File: src/rtl/pwm_pkg.sv
package pwm_pkg;
  localparam int ADR_PRESC   = 0;
  localparam int ADR_PERIOD  = 1;
  localparam int ADR_CTRL    = 2;
  localparam int ADR_EN      = 3;
  localparam int ADR_POL     = 4;
  localparam int ADR_CH_BASE = 8;
endpackage

File: src/rtl/pwm_timebase.sv
module pwm_timebase #(
  parameter int CW = 8
) (
  input  logic          clk_i,
  input  logic          rst_ni,
  input  logic [CW-1:0] prescale_i,
  input  logic [CW-1:0] period_i,
  output logic [CW-1:0] cnt_o,
  output logic          start_o
);
  logic [CW-1:0] pre_q, cnt_q;
  logic tick, wrap;

  assign tick    = pre_q >= prescale_i;
  assign wrap    = tick && (cnt_q >= period_i);
  assign cnt_o   = cnt_q;
  assign start_o = wrap;

  always_ff @(posedge clk_i or negedge rst_ni) begin
    if (!rst_ni) begin
      pre_q <= '0;
      cnt_q <= '0;
    end else begin
      pre_q <= tick ? '0 : pre_q + 1'b1;
      if (wrap)      cnt_q <= '0;
      else if (tick) cnt_q <= cnt_q + 1'b1;
    end
  end

  assert_wrap_R2: assert property (@(posedge clk_i) disable iff (!rst_ni)
    (tick && cnt_q >= period_i) |=> (cnt_q == '0));
  assert_hold_R2: assert property (@(posedge clk_i) disable iff (!rst_ni)
    !tick |=> $stable(cnt_q));
endmodule

File: src/rtl/pwm_channel.sv
module pwm_channel #(
  parameter int CW     = 8,
  parameter bit SHADOW = 1'b0,
  parameter bit DAC    = 1'b0
) (
  input  logic          clk_i,
  input  logic          rst_ni,
  input  logic [CW-1:0] cnt_i,
  input  logic          load_i,
  input  logic          sync_i,
  input  logic          wr_rise_i,
  input  logic          wr_fall_i,
  input  logic [CW-1:0] wdata_i,
  input  logic          en_i,
  input  logic          pol_i,
  output logic          out_o
);
  logic [CW-1:0] rise_act, fall_act;
  logic [CW-1:0] acc_q;
  logic [CW:0]   acc_sum;
  logic          win_lvl, lvl, out_q;
  logic          buffered;

  assign buffered = SHADOW && sync_i;

  generate
    if (SHADOW) begin : g_shadow
      logic [CW-1:0] rise_buf, fall_buf;
      always_ff @(posedge clk_i or negedge rst_ni) begin
        if (!rst_ni) begin
          rise_buf <= '0;
          fall_buf <= '0;
          rise_act <= '0;
          fall_act <= '0;
        end else begin
          if (wr_rise_i) rise_buf <= wdata_i;
          if (wr_fall_i) fall_buf <= wdata_i;
          if (sync_i) begin
            if (load_i) begin
              rise_act <= rise_buf;
              fall_act <= fall_buf;
            end
          end else begin
            if (wr_rise_i) rise_act <= wdata_i;
            if (wr_fall_i) fall_act <= wdata_i;
          end
        end
      end
    end else begin : g_direct
      always_ff @(posedge clk_i or negedge rst_ni) begin
        if (!rst_ni) begin
          rise_act <= '0;
          fall_act <= '0;
        end else begin
          if (wr_rise_i) rise_act <= wdata_i;
          if (wr_fall_i) fall_act <= wdata_i;
        end
      end
    end
  endgenerate

  always_comb begin
    if (rise_act < fall_act)      win_lvl = (cnt_i >= rise_act) && (cnt_i < fall_act);
    else if (rise_act > fall_act) win_lvl = (cnt_i >= rise_act) || (cnt_i < fall_act);
    else                          win_lvl = 1'b0;
  end

  assign acc_sum = {1'b0, acc_q} + {1'b0, rise_act};

  generate
    if (DAC) begin : g_dac
      assign lvl = acc_sum[CW];
    end else begin : g_pwm
      assign lvl = win_lvl;
    end
  endgenerate

  always_ff @(posedge clk_i or negedge rst_ni) begin
    if (!rst_ni) begin
      acc_q <= '0;
      out_q <= 1'b0;
    end else begin
      acc_q <= acc_sum[CW-1:0];
      out_q <= en_i ? (lvl ^ pol_i) : pol_i;
    end
  end

  assign out_o = out_q;

  assert_sync_hold_R5: assert property (@(posedge clk_i) disable iff (!rst_ni)
    (buffered && !load_i) |=> ($stable(rise_act) && $stable(fall_act)));
  assert_direct_write_R6: assert property (@(posedge clk_i) disable iff (!rst_ni)
    (!buffered && wr_rise_i) |=> (rise_act == $past(wdata_i)));
  assert_off_level_R8: assert property (@(posedge clk_i) disable iff (!rst_ni)
    !en_i |=> (out_o == $past(pol_i)));
  assert_equal_low_R3: assert property (@(posedge clk_i) disable iff (!rst_ni)
    (!DAC && en_i && !pol_i && rise_act == fall_act) |=> !out_o);
endmodule

File: src/rtl/pwm_shadow_ctrl.sv
module pwm_shadow_ctrl
  import pwm_pkg::*;
#(
  parameter int             NCH         = 4,
  parameter int             CW          = 8,
  parameter int             AW          = 6,
  parameter logic [NCH-1:0] SHADOW_MASK = 4'b0101,
  parameter logic [NCH-1:0] DAC_MASK    = 4'b1000
) (
  input  logic           clk_i,
  input  logic           rst_ni,
  input  logic           psel_i,
  input  logic           penable_i,
  input  logic           pwrite_i,
  input  logic [AW-1:0]  paddr_i,
  input  logic [CW-1:0]  pwdata_i,
  output logic [NCH-1:0] pwm_o
);
  logic [CW-1:0]  prescale_q, period_q, cnt;
  logic [NCH-1:0] en_q, pol_q;
  logic           sync_q, start, wr;

  assign wr = psel_i && penable_i && pwrite_i;

  always_ff @(posedge clk_i or negedge rst_ni) begin
    if (!rst_ni) begin
      prescale_q <= '0;
      period_q   <= '0;
      sync_q     <= 1'b0;
      en_q       <= '0;
      pol_q      <= '0;
    end else if (wr) begin
      if (paddr_i == AW'(ADR_PRESC))  prescale_q <= pwdata_i;
      if (paddr_i == AW'(ADR_PERIOD)) period_q   <= pwdata_i;
      if (paddr_i == AW'(ADR_CTRL))   sync_q     <= pwdata_i[0];
      if (paddr_i == AW'(ADR_EN))     en_q       <= pwdata_i[NCH-1:0];
      if (paddr_i == AW'(ADR_POL))    pol_q      <= pwdata_i[NCH-1:0];
    end
  end

  pwm_timebase #(.CW(CW)) u_tb (
    .clk_i, .rst_ni,
    .prescale_i(prescale_q),
    .period_i  (period_q),
    .cnt_o     (cnt),
    .start_o   (start)
  );

  for (genvar c = 0; c < NCH; c++) begin : g_ch
    localparam logic [AW-1:0] A_RISE = AW'(ADR_CH_BASE + 2*c);
    localparam logic [AW-1:0] A_FALL = AW'(ADR_CH_BASE + 2*c + 1);
    pwm_channel #(.CW(CW), .SHADOW(SHADOW_MASK[c]), .DAC(DAC_MASK[c])) u_ch (
      .clk_i, .rst_ni,
      .cnt_i    (cnt),
      .load_i   (start),
      .sync_i   (sync_q),
      .wr_rise_i(wr && paddr_i == A_RISE),
      .wr_fall_i(wr && paddr_i == A_FALL),
      .wdata_i  (pwdata_i),
      .en_i     (en_q[c]),
      .pol_i    (pol_q[c]),
      .out_o    (pwm_o[c])
    );
  end

  assert_reset_low_R1: assert property (@(posedge clk_i)
    !rst_ni |=> (pwm_o == '0 || rst_ni));
endmodule

File: config.mk
export PLATFORM = sky130hd
export DESIGN_NAME = pwm_shadow_ctrl
export DESIGN_NICKNAME = d
export VERILOG_FILES = /design/src/rtl/pwm_pkg.sv /design/src/rtl/pwm_timebase.sv /design/src/rtl/pwm_channel.sv /design/src/rtl/pwm_shadow_ctrl.sv
export SDC_FILE = /design/constraint.sdc
export NUM_CORES = 1
export LEC_CHECK = 0
export ABC_CLOCK_PERIOD_IN_PS = 3410
export BUFFER_PORTS_ARGS = -buffer_cell sky130_fd_sc_hd__buf_2
export CAP_MARGIN = 0
export CORE_MARGIN = 2
export CORE_UTILIZATION = 40
export CTS_BUF_LIST = sky130_fd_sc_hd__clkbuf_2 sky130_fd_sc_hd__clkbuf_4 sky130_fd_sc_hd__clkbuf_8
export CTS_CLUSTER_DIAMETER = 30
export DETAILED_ROUTE_END_ITERATION = 8
export GPL_ROUTABILITY_DRIVEN = 0
export HOLD_SLACK_MARGIN = 0.03
export PLACE_DENSITY = 0.64
export SETUP_SLACK_MARGIN = 0.3
export SYNTH_ARGS = -nofsm -noshare
export SYNTH_HDL_FRONTEND = slang
export SYNTH_SLANG_ARGS = --single-unit
File: constraint.sdc
create_clock -name clk_i -period 3.41 [get_ports clk_i]
set_input_delay 0.341 -clock clk_i [delete_from_list [all_inputs] [get_ports clk_i]]
set_output_delay 0.341 -clock clk_i [all_outputs]
set_load 0.02 [all_outputs]
== After elaboration in Yosys (flattened, before gate mapping) ==
Index checks and enable logic that the tools add are counted.

* Add/sub/neg operators: 3
* Magnitude comparators: 14
* Equality and inequality tests: 12
* Mux-type cells: 25
* Bitwise operators: 4
* Reductions and logical operators: 31

{| class="wikitable"
|+ Operator list
! operator !! number
|-
| two-way mux 8 bit || 15
|-
| < comparator 8 bit || 6
|-
| equality test 6 x 4 -> 1 bit, second input constant || 7
|-
| greater-or-equal comparator 8 bit || 5
|-
| > comparator 8 bit || 3
|-
| AND reduction 2 bit || 9
|-
| adder 8 x 1 -> 8 bit, second input constant || 2
|-
| logical AND 1 bit || 13
|-
| equality test 6 x 2 -> 1 bit, second input constant || 2
|-
| two-way mux 1 bit || 10
|-
| nonzero test 2 bit || 5
|-
| adder 8 x 8 -> 9 bit || 1
|-
| equality test 6 x 1 -> 1 bit, second input constant || 1
|-
| equality test 6 x 3 -> 1 bit, second input constant || 1
|-
| zero test 6 bit || 1
|-
| XOR 1 bit || 4
|-
| logical OR 1 bit || 3
|-
| inequality test 2 x 1 -> 1 bit, second input constant || 1
|}

* Flip-flop bits (word level): 141
* Input bits: 19
* Output and inout port bits: 4

== Depth between registers and ports, before layout ==
* Depth in word-level cells: 6
* Depth in mapped cells: 10
* Depth with buffers taken out: 8

== By module ==
A second synthesis with hierarchy kept.

* Cells, all modules: 821
* Area total of the unflattened synthesis: 8359.3 µm²

{| class="wikitable"
|+ By module, submodules not included
! module !! instances !! cells each !! area each (µm²) !! seq. area each (µm²)
|-
| pwm_channel at g_ch[0].u_ch ... || 2 || 208 || 2010.7 || 825.8
|-
| pwm_channel at g_ch[1].u_ch || 1 || 131 || 1206.2 || 425.4
|-
| pwm_timebase || 1 || 126 || 1162.4 || 400.4
|-
| pwm_shadow_ctrl || 1 || 77 || 1112.3 || 625.6
|-
| pwm_channel at g_ch[3].u_ch || 1 || 71 || 857.1 || 425.4
|}

== Least setup slack after synthesis ==
OpenSTA, ideal clock, no wires.

* Path type: reg2reg
* From: reg u_tb.pre_q[0]
* To: reg g_ch[0].u_ch.fall_act[0]
* Library setup time: 0.125 ns
* Arrival: 2.225 ns
* Setup slack: 1.060 ns
* Cell stages (with the launch flop): 9
* Path through: dfrtp_1 inv_1 ha_1 nand2b_1 a21o_1 a2111oi_4 o31ai_4 a31oi_4 mux2_4

* Cells in the longest elaborated chain, start to end: 4

{| class="wikitable"
|+ Ends and longest elaborated chain
! element !! line !! RTL
|-
| start, declared || pwm_timebase.sv:11 || <nowiki>logic [CW-1:0] pre_q, cnt_q;</nowiki>
|-
| start signal, assigned || pwm_timebase.sv:24 || <nowiki>pre_q <= tick ? '0 : pre_q + 1'b1;</nowiki>
|-
| greater-or-equal comparator 8 bit || pwm_timebase.sv:14 || <nowiki>assign tick = pre_q >= prescale_i;</nowiki>
|-
| logical AND 1 bit || pwm_timebase.sv:15 || <nowiki>assign wrap = tick && (cnt_q >= period_i);</nowiki>
|-
| inequality test 2 x 1 -> 1 bit (no source line) || - ||
|-
| AND reduction 2 bit (no source line) || - ||
|-
| end signal, assigned || pwm_channel.sv:41 || <nowiki>fall_act <= fall_buf;</nowiki>
|-
| end signal, assigned || pwm_channel.sv:45 || <nowiki>if (wr_fall_i) fall_act <= wdata_i;</nowiki>
|-
| end, declared || pwm_channel.sv:18 || <nowiki>logic [CW-1:0] rise_act, fall_act;</nowiki>
|}

No other way between the ends.
A chain may end at the register's enable or synchronous reset.

== Worst setup path in the final report ==
* From: reg u_tb.cnt_q[0], in the netlist u_tb.cnt_o[0]
* To: reg g_ch[2].u_ch.fall_act[0]

* Cells in the longest elaborated chain, start to end: 4

{| class="wikitable"
|+ Ends and longest elaborated chain
! element !! line !! RTL
|-
| start, declared || pwm_timebase.sv:11 ||
|-
| start signal, assigned || pwm_timebase.sv:26 || <nowiki>else if (tick) cnt_q <= cnt_q + 1'b1;</nowiki>
|-
| greater-or-equal comparator 8 bit || pwm_timebase.sv:15 ||
|-
| logical AND 1 bit || pwm_timebase.sv:15 ||
|-
| inequality test 2 x 1 -> 1 bit (no source line) || - ||
|-
| AND reduction 2 bit (no source line) || - ||
|-
| end signal, assigned || pwm_channel.sv:41 ||
|-
| end signal, assigned || pwm_channel.sv:45 ||
|-
| end, declared || pwm_channel.sv:18 ||
|}

No other way between the ends.

==> out/qor.yml <==
run_status: "complete, no violations"
setup_total_negative_slack_ns: 0
drt-pass1-iter-count: 5
post_synth_instance_area_um2: 8143
multi_input_logic_area_um2: 4228
crit_path_top_delay_cell: "o21ai_1"
critical_path_peak_fanout: 8
cts_post_setup_buffers_inserted: 0
placeableCoreArea_um2: 20100
tightest_slew_ns: 0.9387
period_minus_slack_ns: 2.785
wire_length_of_the_first_global_routing_pass_um: 30040
met2_wirelength_um: 8191
cp_cell_sequence: "inv_1, ha_1, nand2b_1, a21o_1, a31oi_1, o21ai_1, a31o_1, mux2_4"
initial_utilization: 0.4050
yosys_warnings: 0
synth.lib_cells_used.distinct: 51
grt_setup_unrepaired: "false"
final_hold_violation_count: 0
critPathLaunch: "u_tb.cnt_o[0]"
layout_commonest_cell: "dfrtp_1"
final_net_count: 885
first_global_vias: 5561
timing.rr.start: "u_tb.cnt_o[0]"
clk-insertion-delay-late_ns: 0.45
cts_tree: "done"
detail_route.iter0.violations: 436
route.detailed.drc: 0
cts_repair_resize_count: 0
worst_slew_margin_rel: 0.3719
area.sequential_um2: 3528
max-vdd-ir-drop_v: 0.0004033
m1WireLength_um: 8904
hold_slack_ns: 0.2671
worst_reg_to_reg_cells: 8
setup-violations-final: 0
clock.fmax_mhz: 359.0
cts-root-buf: "clkbuf_8"
fraction_of_final_layout_cells_sized_beyond_drive_strength_1: 0.1852
num_io_pins: 23
clock-sinks: 141
worst_setup_path_start_kind: "register"
synth.net_count: 861
detailedPlacementHpwl_um: 12970
holdPathStages: 3
die_width_um: 146.7
fill_cells: 1881
setup_slack_ns: 0.6246
syn2layout_area_growth_pct: 10.08
period_share: 0.8168
final_cell_mix: "dfrtp_1 (141), ha_1 (95), inv_1 (71)"
met3RoutedLength_um: 561
syn-mean-instance-area_um2: 10.92
ff2ff_setup_slack_ns: 0.62
drtAntennaViolNets: 0
worst-setup-path-type: "register to register"
finalWirelength_um: 17840
slowest_delay_ns: 0.57
ys_async_sr_fraction: 1.000
grt_antenna_before_repair: 0
largest_net_degree_at_the_start_of_global_routing: 84
synth_edf_count: 0
critical_path.endpoint_type: "register"
cts_max_path_buffers: 2
post_drt_wl_per_cell_um: 16.92
clk_pin_slew_worst_paths_ns: 0.09
grt_usage: 0.1801
total_of_flip_flops_plus_latches_after_synthesis: 141
maxSlewViolCount: 0
detailedPlace.worstSlack_ns: 0.6080
core.rowCount: 52
topRoutingLayerUsed: "met4"
holdPathEnd: "g_ch[1].u_ch.rise_act[5]"
synth_top_flop_cell: "dfrtp_1"
detailroute.via_count: 5414
hold_path.startpoint: "pwdata_i[5]"
synth.top_cell.area_share: 0.4333
overflow: 0
synth.top_cells.by_area: "dfrtp_1 (43%), ha_1 (15%), mux2_2 (9.7%)"
power_density_nw_per_um2: 587.7
port_buffers: 22
die_extent_in_y_um: 146.7
cell_count_after_synthesis: 746
worstHoldPathType: "primary input to register"
tritoncts.num_buffers: 17
cts_htree_levels: 4
netlist.top_cell.by_area: "dfrtp_1"
timing.critical_path.arrival_ns: 3.12
p_leak_nw: 4.551
die_area_um2: 21520
crit_required_ns: 3.74
synth_seq_area_share: 0.4333
cap_violations: 0
critical_path.reg2reg.endpoint: "g_ch[2].u_ch.fall_act[0]"
timing.clock.skew_ns: 0.01578
route.detailed.vias_per_inst: 5.137
-- stage by stage --
step           power, mW  utilization  area (um2)  instances
4_1_cts            5.318       0.4457        8961       1053
2_1_floorplan      3.457            -        8143        746
3_3_place_gp       3.869       0.4249        8542       1020
3_5_place_dp       3.909       0.4249        8542       1020
5_1_grt            5.695       0.4457        8961       1053
6_report           5.268       0.4459        8964       1054
-- worst max path at each step --
stage	cells after the start	endpoint	slack (ns)
after detailed placement	8	g_ch[2].u_ch.fall_act[0]	0.61
after global placement	8	g_ch[2].u_ch.fall_act[0]	0.67
after global routing	8	g_ch[2].u_ch.fall_act[0]	0.40
after CTS	8	g_ch[2].u_ch.fall_act[0]	0.59
after floorplan	8	g_ch[0].u_ch.fall_act[0]	1.06
final	8	g_ch[2].u_ch.fall_act[0]	0.62
-- cells in the mapped netlist (3+ instances only) --
cell type and instances:
a22o_1 4, and3_1 5, nand3_1 14, mux2_2 70, nor3b_1 6, nor2_2 3
o211ai_1 4, nor2_1 37, nand2b_1 12, buf_4 4, or3_1 4, o21ai_0 35
a21oi_1 33, a21o_1 10, nand3b_1 3, inv_1 71, a32oi_1 3, buf_2 3
nor4_1 4, nand2_1 33, a21boi_0 33, xnor2_1 8, mux2i_1 30, ha_1 95
a31oi_1 4, clkbuf_1 16, nor3_1 13, nand4_1 6, dfrtp_1 141, nor2b_1 10
xor2_1 7
-- layout make-up --
class                           count  area share
Sequential cell                   141      0.3936
Inverter                           71     0.02973
Tap cell                          270     0.03769
Clock buffer                       17     0.02610
Clock inverter                     15     0.01954
Multi-Input combinational cell    509      0.4717
Timing Repair Buffer               30     0.02136
Antenna cell                        1   0.0002792
-- logic make-up (layout without fill, tap and decap cells) --
group,after synthesis,after routing,synth area share
flip-flops,141,141,0.4333
AO/OA/AOI/OAI,141,141,0.1214
buffers and inverters,96,133,0.04748
other,0,1,0
XOR/XNOR,15,15,0.01613
multiplexers,102,102,0.1374
adder cells (fa/ha/maj),96,96,0.1484
AND/OR/NAND/NOR,155,155,0.09588
-- flip-flops by register name, indices dropped and copies added (netlist names) --
name and cells:
u_tb.cnt_o 8, en_q 4, pol_q 4, u_tb.pre_q 8, g_ch.u_ch.fall_act 24, period_q 8, g_ch.u_ch.acc_q 8, g_ch.u_ch.rise_act 32
sync_q 1, g_ch.u_ch.g_shadow.fall_buf 16, prescale_q 8, g_ch.u_ch.out_o 4, g_ch.u_ch.g_shadow.rise_buf 16
-- power breakdown --
part	total, mW	leakage [nW]	internal [mW]	switching [mW]
combinational	1.71	2.58	0.733	0.972
clock	1.40	0.204	0.676	0.721
sequential	2.17	1.77	1.98	0.182
-- critical path, delay by kind of cell (launching register included) --
family,cells,cell delay [ns]
buffers and inverters,1,0.17
AOI/OAI and AO/OA,4,1.33
adders and majority gates,1,0.30
and+or+nand+nor,1,0.09
DFF,1,0.45
muxes,1,0.34
-- routing by layer --
metal | GRT usage | up-vias
met2 | 0.2869 | 76
li1 | - | 2685
met5 | 0 | -
met4 | 0.04223 | 0
met3 | 0.03594 | 15
met1 | 0.2539 | 2638
-- what timing repair did --
action | in CTS | in global routing
setup endpoints to repair | 0 | 0
hold endpoints to repair | 82 | 0
hold buffers | 1 | 0
Power figures use the tool's default switching activity.
